`config.mk`:
```
export PLATFORM = sky130hd
export DESIGN_NAME = cam_pwr_seq
export DESIGN_NICKNAME = d
export VERILOG_FILES = /design/src/rtl/cam_pwr_pkg.sv /design/src/rtl/cam_ms_timer.sv /design/src/rtl/cam_supply_map.sv /design/src/rtl/cam_pwr_seq.sv
export SDC_FILE = /design/constraint.sdc
export NUM_CORES = 1
export LEC_CHECK = 0
export ABC_AREA = 1
export CORE_ASPECT_RATIO = 0.8
export CORE_MARGIN = 8
export CORE_UTILIZATION = 40
export DETAILED_ROUTE_END_ITERATION = 6
export PLACE_DENSITY = 0.69
export SLEW_MARGIN = 15
export SYNTH_ARGS = -nofsm -noshare
export SYNTH_HDL_FRONTEND = slang
export SYNTH_HIERARCHICAL = 1
export SYNTH_SLANG_ARGS = --single-unit
```
`constraint.sdc`:
```
create_clock -name clk -period 5.1 [get_ports clk]
set_clock_uncertainty 0.15 [all_clocks]
set_input_delay 0.51 -clock clk [delete_from_list [all_inputs] [get_ports clk]]
set_output_delay 0.51 -clock clk [all_outputs]
set_load 0.005 [all_outputs]
```
`src/rtl/cam_pwr_pkg.sv`:
```
package cam_pwr_pkg;
  typedef enum logic [1:0] {
    ST_OFF  = 2'd0,
    ST_WARM = 2'd1,
    ST_RUN  = 2'd2,
    ST_STOW = 2'd3
  } pstate_e;

  typedef enum logic [1:0] {
    MD_PLAY = 2'd0,
    MD_LCD  = 2'd1,
    MD_CAP  = 2'd2,
    MD_USB  = 2'd3
  } mode_e;
endpackage

```
`src/rtl/cam_ms_timer.sv`:
```
module cam_ms_timer #(
  parameter int CW = 8
) (
  input  logic          clk,
  input  logic          rst_n,
  input  logic          clr,
  input  logic          tick,
  input  logic [CW-1:0] limit,
  output logic          done
);
  logic [CW-1:0] cnt;

  always_ff @(posedge clk or negedge rst_n) begin
    if (!rst_n)      cnt <= '0;
    else if (clr)    cnt <= '0;
    else if (tick)   cnt <= cnt + 1'b1;
  end

  assign done = tick && (cnt == limit - 1'b1);
endmodule

```
`src/rtl/cam_supply_map.sv`:
```
module cam_supply_map
  import cam_pwr_pkg::*;
(
  input  logic       live,
  input  logic [1:0] mode,
  input  logic       lcd_on,
  output logic       sens,
  output logic       disp,
  output logic       bl
);
  always_comb begin
    sens = 1'b0;
    disp = 1'b0;
    if (live) begin
      case (mode_e'(mode))
        MD_CAP:  begin sens = 1'b1; disp = 1'b1; end
        MD_PLAY,
        MD_LCD:  disp = 1'b1;
        default: disp = 1'b0;
      endcase
    end
    bl = disp && lcd_on;
  end
endmodule

```
`src/rtl/cam_pwr_seq.sv`:
```
module cam_pwr_seq
  import cam_pwr_pkg::*;
#(
  parameter int CFG_DELAY_MS    = 100,
  parameter int STOW_TIMEOUT_MS = 2000
) (
  input  logic       clk,
  input  logic       rst_n,
  input  logic       ms_tick,
  input  logic       pwr_sw,
  input  logic [1:0] mode_req,
  input  logic       lcd_on,
  input  logic       lens_stowed,
  output logic       core_en,
  output logic       sensor_en,
  output logic       disp_en,
  output logic       bl_en,
  output logic       main_clk_sel,
  output logic       cfg_strobe,
  output logic       stow_req,
  output logic       stow_fault
);
  localparam int MAXL = (CFG_DELAY_MS > STOW_TIMEOUT_MS) ? CFG_DELAY_MS : STOW_TIMEOUT_MS;
  localparam int CW   = $clog2(MAXL + 1);

  pstate_e st, st_n;
  logic [CW-1:0] lim;
  logic tmr_done, live_n, sens_n, disp_n, bl_n, strobe_n, fault_n;

  assign lim = (st == ST_WARM) ? CW'(CFG_DELAY_MS) : CW'(STOW_TIMEOUT_MS);

  cam_ms_timer #(.CW(CW)) u_tmr (
    .clk   (clk),
    .rst_n (rst_n),
    .clr   (st_n != st),
    .tick  (ms_tick),
    .limit (lim),
    .done  (tmr_done)
  );

  always_comb begin
    st_n = st;
    case (st)
      ST_OFF:  if (pwr_sw) st_n = ST_WARM;
      ST_WARM: if (!pwr_sw) st_n = ST_STOW;
               else if (tmr_done) st_n = ST_RUN;
      ST_RUN:  if (!pwr_sw) st_n = ST_STOW;
      ST_STOW: if (lens_stowed || tmr_done) st_n = ST_OFF;
      default: st_n = ST_OFF;
    endcase
  end

  assign live_n   = (st_n != ST_OFF);
  assign strobe_n = (st == ST_WARM) && pwr_sw && tmr_done;
  assign fault_n  = (st == ST_STOW) && !lens_stowed && tmr_done;

  cam_supply_map u_map (
    .live   (live_n),
    .mode   (mode_req),
    .lcd_on (lcd_on),
    .sens   (sens_n),
    .disp   (disp_n),
    .bl     (bl_n)
  );

  always_ff @(posedge clk or negedge rst_n) begin
    if (!rst_n) begin
      st           <= ST_OFF;
      core_en      <= 1'b0;
      sensor_en    <= 1'b0;
      disp_en      <= 1'b0;
      bl_en        <= 1'b0;
      main_clk_sel <= 1'b0;
      cfg_strobe   <= 1'b0;
      stow_req     <= 1'b0;
      stow_fault   <= 1'b0;
    end else begin
      st           <= st_n;
      core_en      <= live_n;
      main_clk_sel <= live_n;
      sensor_en    <= sens_n;
      disp_en      <= disp_n;
      bl_en        <= bl_n;
      cfg_strobe   <= strobe_n;
      stow_req     <= (st_n == ST_STOW);
      if (fault_n) stow_fault <= 1'b1;
    end
  end
endmodule

```
=== Yosys cells after proc, flatten, opt, wreduce, memory -nomap -nowiden ===
Cells that the tools add are included.

* Add/sub/neg operators: 2
* Eq/ne operators: 8
* Multiplexer cells: 13
* Reductions and logical operators: 13

{| class="wikitable"
|+ Operators by type and width
! cell !! number
|-
| 2-to-1 mux 11 bit || 3
|-
| adder 11 x 1 -> 11 bit (second input constant) || 1
|-
| equality test 11 bit || 1
|-
| subtractor 11 x 1 -> 11 bit (second input constant) || 1
|-
| 2-to-1 mux 2 bit || 5
|-
| equality test 2 bit (second input constant) || 4
|-
| case mux 2 bit (4 select lines) || 1
|-
| logical AND 1 bit || 6
|-
| equality test 2 x 1 -> 1 bit (second input constant) || 2
|-
| zero test 2 bit || 2
|-
| 2-to-1 mux 1 bit || 4
|-
| nonzero test 2 bit || 2
|-
| OR reduction 3 bit || 1
|-
| != test 2 bit || 1
|-
| zero test 1 bit || 1
|-
| logical OR 1 bit || 1
|}

* Bits in registers: 20

=== Depth between registers and ports, before layout ===
Gate-level depths: netlist of the first run.

* Word-level depth: 11
* Depth in mapped cells: 25
* Gate-level depth less buffers: 25

=== Hierarchy ===
The synthesis of the first run kept the hierarchy.

{| class="wikitable"
|+ By module, submodules not included
! module !! times used !! cells an instance !! area each (sq um)
|-
| cam_ms_timer || 1 || 157 || 980.9
|-
| cam_pwr_seq || 1 || 41 || 397.9
|-
| cam_supply_map || 1 || 7 || 31.3
|}

=== Worst setup path after synthesis of the first run ===
No wires, ideal clock.

* Path kind: register -> register
* From: reg st[1]
* To: reg u_tmr.cnt[8]
* Setup time: 0.126 ns
* Arrival: 2.866 ns
* Data required time: 4.824 ns
* Setup slack: 1.959 ns
* Stages on the path, launching flop included: 25
* Path buffers: 0
* Cell sequence: dfrtp_1 -> nor2_4 -> inv_1 -> nor2_2 -> inv_1 -> nor2_2 -> nand2_1 -> nand2_1 -> nand3_1 -> nor2_1 -> nand3_1 -> nor2_1 -> nand2_1 -> nand2_1 -> nand4_4 -> nand2_1 -> nand2_1 -> nor2_2 -> nor2_1 -> nand2_1 -> inv_2 -> nand3_2 -> clkinv_1 -> a21oi_1 -> nor3_1

* Longest elaborated chain between the ends: 10
* Elaborated cells on any way between the ends: 18
* Classes of those cells: 1 x add/sub; 5 x eq/ne; 8 x mux; 4 x reduce/logical

{| class="wikitable"
|+ RTL lines
! what !! line !! source
|-
| from (decl) || cam_pwr_seq.sv:26 || <nowiki>pstate_e st, st_n;</nowiki>
|-
| from (signal assigned) || cam_pwr_seq.sv:78 || <nowiki>st <= st_n;</nowiki>
|-
| equality test 2 x 1 -> 1 bit (*) || cam_pwr_seq.sv:30 || <nowiki>assign lim = (st == ST_WARM) ? CW'(CFG_DELAY_MS) : CW'(STOW_TIMEOUT_MS);</nowiki>
|-
| 2-to-1 mux 11 bit (*) || cam_pwr_seq.sv:30 ||
|-
| named net lim[2] || cam_pwr_seq.sv:27 || <nowiki>logic [CW-1:0] lim;</nowiki>
|-
| subtractor 11 x 1 -> 11 bit (*) || cam_ms_timer.sv:19 || <nowiki>assign done = tick && (cnt == limit - 1'b1);</nowiki>
|-
| equality test 11 bit (*) || cam_ms_timer.sv:19 ||
|-
| logical AND 1 bit (*) || cam_ms_timer.sv:19 ||
|-
| named net tmr_done || cam_pwr_seq.sv:28 || <nowiki>logic tmr_done, live_n, sens_n, disp_n, bl_n, strobe_n, fault_n;</nowiki>
|-
| 2-to-1 mux 2 bit / logical OR 1 bit (equally long branches) || cam_pwr_seq.sv:46, cam_pwr_seq.sv:48 ||
|-
| 2-to-1 mux 2 bit, on equally long branches || cam_pwr_seq.sv:45, cam_pwr_seq.sv:48 ||
|-
| case mux 2 bit (4 select lines) (*) || cam_pwr_seq.sv:43 || <nowiki>case (st)</nowiki>
|-
| named net st_n[0] || cam_pwr_seq.sv:26 ||
|-
| != test 2 bit (*) || cam_pwr_seq.sv:35 || <nowiki>.clr (st_n != st),</nowiki>
|-
| 2-to-1 mux 11 bit / nonzero test 2 bit (equally long branches) || - ||
|-
| to (signal assigned) || cam_ms_timer.sv:16 || <nowiki>else if (tick) cnt <= cnt + 1'b1;</nowiki>
|-
| to (decl) || cam_ms_timer.sv:11 || <nowiki>logic [CW-1:0] cnt;</nowiki>
|}

Mark *: on every way through the listed nets, which the timed path passes. The rest lies on a longest branch.
A chain may end at the register's enable or synchronous reset.

=== Worst setup path after layout of the first run ===
Same ends and word-level chain as after synthesis.

==> impl_metrics.env, run 1 <==
export IMPL_place_ws_ps=1480
export IMPL_final_common_cell="nand2_1"
export IMPL_cp_required_ps=5090
export IMPL_worstHoldPathType="flop to flop"
export IMPL_coreArea_um2=3400
export IMPL_synth_seq_area_share=0.355
export IMPL_fillers=342
export IMPL_leakagePower_nw=0.834
export IMPL_max_vdd_ir_drop_mv=0.245
export IMPL_fin_util=0.504
export IMPL_tns_ps=0
export IMPL_reg2reg_slack_ps=1420
export IMPL_cts_clk_slew_worst_paths_ps=80
export IMPL_syn_area_um2=1410
export IMPL_clock_latency_ps=260
export IMPL_cp_depth=24
export IMPL_ys_warn_count=6
export IMPL_status="completed"
export IMPL_drcViolationCount=0
export IMPL_netlist_instances=205
export IMPL_r2r_start="st[1]"
export IMPL_first_iter_violations=47
export IMPL_cts_hold_buf=0
export IMPL_cts_root_buffer="clkbuf_8"
export IMPL_die_w_um=82.4
export IMPL_worst_slack_ps=1420
export IMPL_crit_path_end_kind="flop"
export IMPL_firstDrtPassIters=4
export IMPL_totalWireLength_um=2790
export IMPL_grt_pass1_wl_um=4950
export IMPL_maxCapViolations=0
export IMPL_via_per_inst=4.61
export IMPL_fin_nets=244
export IMPL_power_frac_comb=0.486
export IMPL_synth_edf_count=0
export IMPL_min_path_cells=1
export IMPL_die_area_um2=5690
export IMPL_dp_hpwl_um=2210
export IMPL_placementRows=19
export IMPL_setup_viol=0
export IMPL_drv_slew=0
export IMPL_finalCriticalPeriod_ps=3680
export IMPL_final_hold_violation_count=0
export IMPL_crit_family="simple AND/OR/NAND/NOR gates"
export IMPL_grt_max_degree=21
export IMPL_clock_path_buffers=2
export IMPL_port_buffer_count=15
export IMPL_gp_congestion=0.795
export IMPL_numCtsBuffers=3
export IMPL_tightest_slew_ps=876
export IMPL_slowest_delay_ps=450
export IMPL_crit_path_start_kind="flop"
export IMPL_syn_avg_cell_area_um2=6.88
export IMPL_htreeDepth=1
export IMPL_hp_start="stow_fault"
export IMPL_synth_async_reset_ratio=1.00
export IMPL_rsz0062_at_grt="false"
export IMPL_fmax_ghz=0.272
export IMPL_seqPwrFrac=0.297
export IMPL_crit_buf_inv=4
export IMPL_vias=1268
export IMPL_worst_path_most_repeated_cell="nand2_1"
export IMPL_post_cts_setup_buffers=0
export IMPL_cp_data_arrival_time_ps=3670
export IMPL_crit_slowest_cell="dfrtp_1"
export IMPL_ant_nets=0
export IMPL_grt_total_usage=0.104
export IMPL_ioPinCount=16
export IMPL_start_util=0.415
export IMPL_powerDensity_nw_per_um2=422
export IMPL_antenna_found_initial=0
export IMPL_fin_crit_sh=0.722
export IMPL_final_cell_mix="54 x nand2_1, 32 x inv_1, 21 x nor2_1"
export IMPL_grt_pass1_vias=1100
export IMPL_place_area_um2=1640
export IMPL_internal_power_mw=0.423
export IMPL_diodes=0
export IMPL_power_frac_clock=0.217
export IMPL_die_y_um=69.1
export IMPL_design_area_um2=1710
export IMPL_crit_fanout=12
export IMPL_whs_endpoint="stow_fault"
export IMPL_overflow=0
export IMPL_ys_types=27
export IMPL_clock_sinks=20
export IMPL_switching_power_mw=0.300
export IMPL_rr_worst_depth=24
export IMPL_wl_per_cell_um=10.1
export IMPL_path_class="flop to flop"
export IMPL_r2r_end="u_tmr/cnt[8]"
export IMPL_crit_chain="nor2_4 -> inv_1 -> nor2_2 -> inv_1 -> nor2_2 -> nand2_1 -> nand2_1 -> nand3_1 -> nor2_1 -> nand3_1 -> nor2_1 -> nand2_1 -> nand2_1 -> nand4_4 -> nand2_1 -> nand2_1 -> nor2_2 -> nor2_1 -> nand2_1 -> inv_2 -> nand3_2 -> clkinv_1 -> a21oi_1 -> nor3_1"
export IMPL_cts_tree="yes"
export IMPL_slew_headroom=0.414
export IMPL_cts_repair_resized=0
export IMPL_synth_flop_cell="dfrtp_1"
export IMPL_synth_seq_cells=20
export IMPL_area_growth_synth_to_final_pct=21.6
export IMPL_switching_share=0.415
export IMPL_holdWs_ps=322
export IMPL_layout_drive_gt1_share=0.116
-- per-stage QoR --
| step | instances | total power, mW |
|---|---|---|
| after floorplan | 215 | 0.472 |
| final | 275 | 0.723 |
| after global placement | 271 | 0.564 |
| after detailed placement | 271 | 0.566 |
| after global routing | 275 | 0.795 |
| after CTS | 275 | 0.728 |
-- power by group through the flow --
stage | sequential, mW | combinational [mW] | clock (mW)
global route | 0.220 | 0.406 | 0.169
CTS | 0.214 | 0.352 | 0.161
floorplan | 0.214 | 0.258 | 0
detailed placement | 0.216 | 0.350 | 0
global placement | 0.216 | 0.347 | 0
finish | 0.215 | 0.352 | 0.157
-- synthesized netlist by cell type (all sizes together), types with 3 or more instances --
library cell | instances | area [um2]
a21oi | 5 | 25.0
dfrtp | 20 | 500
inv | 37 | 139
nand2 | 56 | 215
nand3 | 20 | 120
nand4 | 5 | 46.3
nor2 | 29 | 139
nor3 | 6 | 41.3
o21ai | 11 | 58.8
xor2 | 3 | 26.3
-- logic make-up (layout without fill, tap and decap cells) --
kind of cell | Yosys count | after routing | share of synthesized area
flops | 20 | 20 | 0.355
fa+ha+maj | 2 | 2 | 0.0177
simple gates | 117 | 117 | 0.404
compound gates | 19 | 19 | 0.0781
xor+xnor | 5 | 5 | 0.0311
buf+inv | 40 | 58 | 0.109
other cells | 2 | 12 | 0.00533
-- flip-flops by register name (all words and copies together), names as in the netlist --
name	count
bl_en	1
cfg_strobe	1
disp_en	1
main_clk_sel	1
sensor_en	1
st	2
stow_fault	1
stow_req	1
u_tmr/cnt	11
-- area by class of cell --
class | count | area (um2) | share of cell area
inverters | 39 | 146 | 0.0854
well taps | 42 | 52.6 | 0.0307
clock buffers | 3 | 41.3 | 0.0241
multi-input cells | 155 | 793 | 0.463
repair buffers | 15 | 150 | 0.0876
clock inverters | 1 | 30.0 | 0.0175
flip-flops and latches | 20 | 500 | 0.292
-- layer usage --
layer	global-route usage	vias up	wire length, um
met4	0.0350	0	38
met5	0	-	0
met1	0.162	564	1570
met2	0.143	11	1150
li1	-	689	-
met3	0.00777	4	27
-- how the worst max path moves through the flow --
stage / from / to / slack, ps
6_report: st[1] / u_tmr/cnt[8] / 1420
5_1_grt: st[1] / u_tmr/cnt[8] / 900
4_1_cts: st[1] / u_tmr/cnt[8] / 1410
3_5_place_dp: st[1] / u_tmr/cnt[8] / 1480
3_3_place_gp: st[1] / u_tmr/cnt[8] / 1510
2_1_floorplan: st[1] / u_tmr/cnt[8] / 1960
Power figures use the tool's default switching activity.
==> run 2, diff against run 1 <==
==> constraint.sdc (replaced) <==
create_clock -name clk -period 3.75 [get_ports clk]
set_clock_uncertainty 0.15 [all_clocks]
set_input_delay 0.375 -clock clk [delete_from_list [all_inputs] [get_ports clk]]
set_output_delay 0.375 -clock clk [all_outputs]
set_load 0.005 [all_outputs]
==> run 2 against run 1 <==
  * Largest cell class unchanged
  * Via count is 0.79% lower
  * Critical path depth is 2 higher
  * Sequential cell count stayed put
==> impl_metrics.env, run 2 (synthesis gave the netlist of run 1 again) <==
export IMPL_clock_path_buffers=2
export IMPL_setup_viol=0
export IMPL_fin_crit_sh=0.851
export IMPL_coreArea_um2=3400
export IMPL_drcViolationCount=0
export IMPL_place_area_um2=1670
export IMPL_cts_tree="yes"
export IMPL_largest_reg_flops=11
export IMPL_rr_worst_depth=26
export IMPL_cp_required_ps=3750
export IMPL_switching_share=0.409
export IMPL_seqPwrFrac=0.285
export IMPL_via_per_inst=4.51
export IMPL_grt_pass1_vias=1193
export IMPL_leakagePower_nw=0.854
export IMPL_tightest_slew_ps=866
export IMPL_post_cts_setup_buffers=0
export IMPL_layout_drive_gt1_share=0.131
export IMPL_die_y_um=69.1
export IMPL_ant_nets=0
export IMPL_power_frac_comb=0.503
export IMPL_grt_max_degree=21
export IMPL_clock_sinks=20
export IMPL_finalCriticalPeriod_ps=3190
export IMPL_crit_fanout=10
export IMPL_clock_latency_ps=260
export IMPL_fmax_ghz=0.313
export IMPL_max_vdd_ir_drop_mv=0.354
export IMPL_cts_clk_slew_worst_paths_ps=70
export IMPL_cts_root_buffer="clkbuf_8"
export IMPL_crit_buf_inv=5
export IMPL_slew_headroom=0.421
export IMPL_regMostFlops="u_tmr/cnt"
export IMPL_overflow=0
export IMPL_tns_ps=0
export IMPL_totalWireLength_um=2900
export IMPL_die_w_um=82.4
export IMPL_gp_congestion=0.846
export IMPL_r2r_end="u_tmr/cnt[8]"
export IMPL_placementRows=19
export IMPL_cts_repair_resized=0
export IMPL_ioPinCount=16
export IMPL_grt_total_usage=0.112
export IMPL_start_util=0.415
export IMPL_switching_power_mw=0.415
export IMPL_critPathLaunch="st[0]"
export IMPL_rsz0062_at_grt="false"
export IMPL_final_hold_violation_count=0
export IMPL_area_growth_synth_to_final_pct=23.7
export IMPL_internal_power_mw=0.601
export IMPL_reg2reg_slack_ps=560
export IMPL_port_buffer_count=15
export IMPL_power_frac_clock=0.212
export IMPL_top_regs="u_tmr/cnt: 11 flops, st: 2 flops"
export IMPL_numCtsBuffers=3
export IMPL_final_common_cell="nand2_1"
export IMPL_vias=1258
export IMPL_status="completed"
export IMPL_first_iter_violations=38
export IMPL_cp_endpoint="u_tmr/cnt[8]"
export IMPL_drv_slew=0
export IMPL_crit_path_end_kind="flop"
export IMPL_cp_data_arrival_time_ps=3190
export IMPL_crit_family="simple AND/OR/NAND/NOR gates"
export IMPL_maxCapViolations=0
export IMPL_cts_hold_buf=0
export IMPL_design_area_um2=1740
export IMPL_slowest_delay_ps=400
export IMPL_crit_path_start_kind="flop"
export IMPL_firstDrtPassIters=4
export IMPL_final_cell_mix="54 x nand2_1, 32 x inv_1, 21 x nor2_1"
export IMPL_cp_depth=26
export IMPL_path_class="flop to flop"
export IMPL_die_area_um2=5690
export IMPL_worstHoldPathType="flop to flop"
export IMPL_r2r_start="st[0]"
export IMPL_antenna_found_initial=0
export IMPL_worst_path_most_repeated_cell="nand2_1"
export IMPL_powerDensity_nw_per_um2=583
export IMPL_diodes=0
export IMPL_grt_pass1_wl_um=5260
export IMPL_crit_slowest_cell="dfrtp_1"
export IMPL_dp_hpwl_um=2320
export IMPL_htreeDepth=1
export IMPL_wl_per_cell_um=10.4
export IMPL_fin_nets=248
-- run 2: final cells by class --
class	count	area, um2
Inverter	39	146
Clock inverter	1	30.0
Multi-Input combinational cell	155	793
Sequential cell	20	500
Timing Repair Buffer	19	180
Fill cell	334	1660
Clock buffer	3	41.3
Tap cell	42	52.6
-- run 2: per-layer routing --
metal	global-route usage	up-vias	part of all wire
li1	-	688	-
met3	0.0155	4	0.017
met1	0.165	545	0.55
met4	0.0350	0	0.015
met2	0.160	21	0.42
met5	0	-	0
-- run 2: power by group through the flow --
stage,clock network (mW),logic (mW),registers (mW)
3_3_place_gp,0,0.502,0.295
6_report,0.215,0.512,0.290
5_1_grt,0.233,0.586,0.297
4_1_cts,0.219,0.512,0.291
2_1_floorplan,0,0.351,0.291
3_5_place_dp,0,0.510,0.294
-- run 2: how the worst min path moves through the flow --
| stage | start | endpoint | slack (ps) | cells after the start |
|---|---|---|---|---|
| finish | stow_fault | stow_fault | 330 | 1 |
| CTS | stow_fault | stow_fault | 330 | 1 |
| global route | stow_fault | stow_fault | 370 | 1 |
| global placement | stow_fault | stow_fault | 320 | 1 |
| detailed placement | stow_fault | stow_fault | 310 | 1 |
| floorplan | rst_n | bl_en | -70 | 0 |
-- run 2: per-stage QoR --
stage / util / hold slack (ps) / power, mW / setup WS [ps] / std cells
global placement: 0.492 / 317 / 0.798 / 554 / 275
global route: 0.513 / 368 / 1.11 / 253 / 279
CTS: 0.513 / 334 / 1.02 / 555 / 279
detailed placement: 0.492 / 313 / 0.804 / 527 / 275
floorplan: - / -70.6 / 0.642 / 609 / 215
finish: 0.513 / 332 / 1.02 / 560 / 279
==> run 3, diff against run 2 <==
--- a/config.mk
+++ b/config.mk
@@ -6,12 +6,12 @@
 export NUM_CORES = 1
 export LEC_CHECK = 0
 export ABC_AREA = 1
+export ABC_CLOCK_PERIOD_IN_PS = 3750
 export CORE_ASPECT_RATIO = 0.8
-export CORE_MARGIN = 8
+export CORE_MARGIN = 2
 export CORE_UTILIZATION = 40
 export DETAILED_ROUTE_END_ITERATION = 6
 export PLACE_DENSITY = 0.69
-export SLEW_MARGIN = 15
 export SYNTH_ARGS = -nofsm -noshare
 export SYNTH_HDL_FRONTEND = slang
 export SYNTH_HIERARCHICAL = 1
==> run 3 against run 2 <==
  * Cell count shrank 0.72%
  * Sequential power about the same
  * Die area down 29%
  * Largest cell class unchanged
  * Clock-buffer cell count is the same
  * Sequential share of layout area is 0.21 points higher
  * First-iteration DRC count up 55%
  * Hold slack got worse by 20 ps
  * Cell area shrank 0.72%
  * Combinational power fell by 4%
  * Setup slack got worse by 120 ps
  * Clock power about the same
==> impl_metrics.env, run 3 (synthesis gave the netlist of run 1 again) <==
export IMPL_status="completed"
export IMPL_cts_repair_resized=0
export IMPL_worstHoldPathType="flop to flop"
export IMPL_fmax_ghz=0.302
export IMPL_powerDensity_nw_per_um2=578
export IMPL_area_growth_synth_to_final_pct=22.8
export IMPL_vias=1266
export IMPL_top_regs="u_tmr/cnt: 11 flops, st: 2 flops"
export IMPL_grt_max_degree=21
export IMPL_fin_nets=246
export IMPL_htreeDepth=1
export IMPL_cp_required_ps=3740
export IMPL_path_class="flop to flop"
export IMPL_totalWireLength_um=2830
export IMPL_clock_latency_ps=260
export IMPL_coreArea_um2=3400
export IMPL_worst_slack_ps=439
export IMPL_ioPinCount=16
export IMPL_crit_path_start_kind="flop"
export IMPL_place_ws_ps=301
export IMPL_cts_tree="yes"
export IMPL_grt_total_usage=0.156
export IMPL_layout_drive_gt1_share=0.128
export IMPL_rsz0062_at_grt="false"
export IMPL_die_y_um=57.1
export IMPL_gp_congestion=0.819
export IMPL_power_mw=1.00
export IMPL_die_area_um2=4020
export IMPL_placementRows=19
export IMPL_grt_pass1_wl_um=4990
export IMPL_tns_ps=0
export IMPL_tightest_slew_ps=894
export IMPL_ant_nets=0
export IMPL_via_per_inst=4.57
export IMPL_drv_slew=0
export IMPL_antenna_found_initial=0
export IMPL_numCtsBuffers=3
export IMPL_drcViolationCount=0
export IMPL_firstDrtPassIters=4
export IMPL_port_buffer_count=15
export IMPL_first_iter_violations=59
export IMPL_clock_path_buffers=2
export IMPL_max_vdd_ir_drop_mv=0.486
export IMPL_wl_per_cell_um=10.2
export IMPL_largest_reg_flops=11
export IMPL_die_w_um=70.4
export IMPL_fin_crit_sh=0.883
export IMPL_finalCriticalPeriod_ps=3310
export IMPL_fillers=343
export IMPL_grt_pass1_vias=1097
export IMPL_final_common_cell="nand2_1"
export IMPL_setup_viol=0
export IMPL_cts_hold_buf=0
export IMPL_crit_fanout=10
export IMPL_crit_path_end_kind="flop"
export IMPL_overflow=0
export IMPL_cts_clk_slew_worst_paths_ps=80
export IMPL_leakagePower_nw=0.844
export IMPL_dp_hpwl_um=2230
export IMPL_slew_headroom=0.402
export IMPL_post_cts_setup_buffers=0
export IMPL_regMostFlops="u_tmr/cnt"
export IMPL_maxCapViolations=0
export IMPL_final_cell_mix="54 x nand2_1, 32 x inv_1, 20 x nor2_1, 20 x dfrtp_1, 16 x nand3_1"
export IMPL_holdWs_ps=312
export IMPL_diodes=0
export IMPL_final_hold_violation_count=0
export IMPL_start_util=0.415
export IMPL_cp_data_arrival_time_ps=3310
export IMPL_clock_sinks=20
export IMPL_cts_root_buffer="clkbuf_8"
## run 3: changes by cell type in the layout (fill, tap and decap cells not counted), sizes merged
cell / change
buf: -2
## run 3: final timing paths
| check | endpoint | slack [ps] | from | depth (start not counted) |
|---|---|---|---|---|
| min in group asynchronous | cfg_strobe | 470 | rst_n | 1 |
| setup reg to reg | u_tmr/cnt[8] | 440 | st[0] | 25 |
| hold reg to reg | stow_fault | 310 | stow_fault | 1 |
| max in group asynchronous | u_tmr/cnt[1] | 2430 | rst_n | 1 |
| setup / recovery | u_tmr/cnt[8] | 440 | st[0] | 25 |
| hold / removal | stow_fault | 310 | stow_fault | 1 |
## run 3: layout make-up
type / count / area (um2) / share of cell area
Multi-Input combinational cell: 155 / 796 / 0.460
Inverter: 39 / 146 / 0.0845
Clock inverter: 1 / 30.0 / 0.0173
Timing Repair Buffer: 17 / 165 / 0.0954
Clock buffer: 3 / 41.3 / 0.0238
Sequential cell: 20 / 500 / 0.289
Tap cell: 42 / 52.6 / 0.0303
## run 3: critical path, cell delays in order, from the launching register on
cell	delay, ps
dfrtp_1	410
inv_2	120
nor2_4	40
buf_4	180
nor2_1	130
nand2_1	110
nor2_2	150
nand2_1	70
nand2_1	60
nand3_1	60
nor2_1	100
nand3_1	100
nor2_2	210
nand2_1	120
nand2_1	120
nand4_4	90
nand2_1	70
nand2_1	120
nor2_2	220
nor2_1	100
nand2_1	100
inv_2	50
nand3_2	60
clkinv_1	70
a21oi_1	130
nor3_1	60
## run 3: metrics by stage
step | utilization | cells | cell area, um2
6_report | 0.509 | 277 | 1730
5_1_grt | 0.509 | 277 | 1730
4_1_cts | 0.509 | 277 | 1730
3_5_place_dp | 0.488 | 273 | 1660
3_3_place_gp | 0.488 | 273 | 1660
2_1_floorplan | - | 215 | 1450
## run 3: layer usage
| layer | GRT usage | up-vias | part of all wire |
|---|---|---|---|
| met1 | 0.235 | 554 | 0.55 |
| met5 | 0 | - | 0 |
| met3 | 0.0300 | 6 | 0.028 |
| met4 | 0.0549 | 0 | 0.017 |
| met2 | 0.224 | 21 | 0.41 |
| li1 | - | 685 | - |
## run 3: report_power, final
group | internal [mW] | switching, mW | leakage (nW) | total [mW]
Clock | 0.142 | 0.0713 | 0.0357 | 0.214
Sequential | 0.257 | 0.0350 | 0.265 | 0.292
Combinational | 0.190 | 0.304 | 0.543 | 0.494
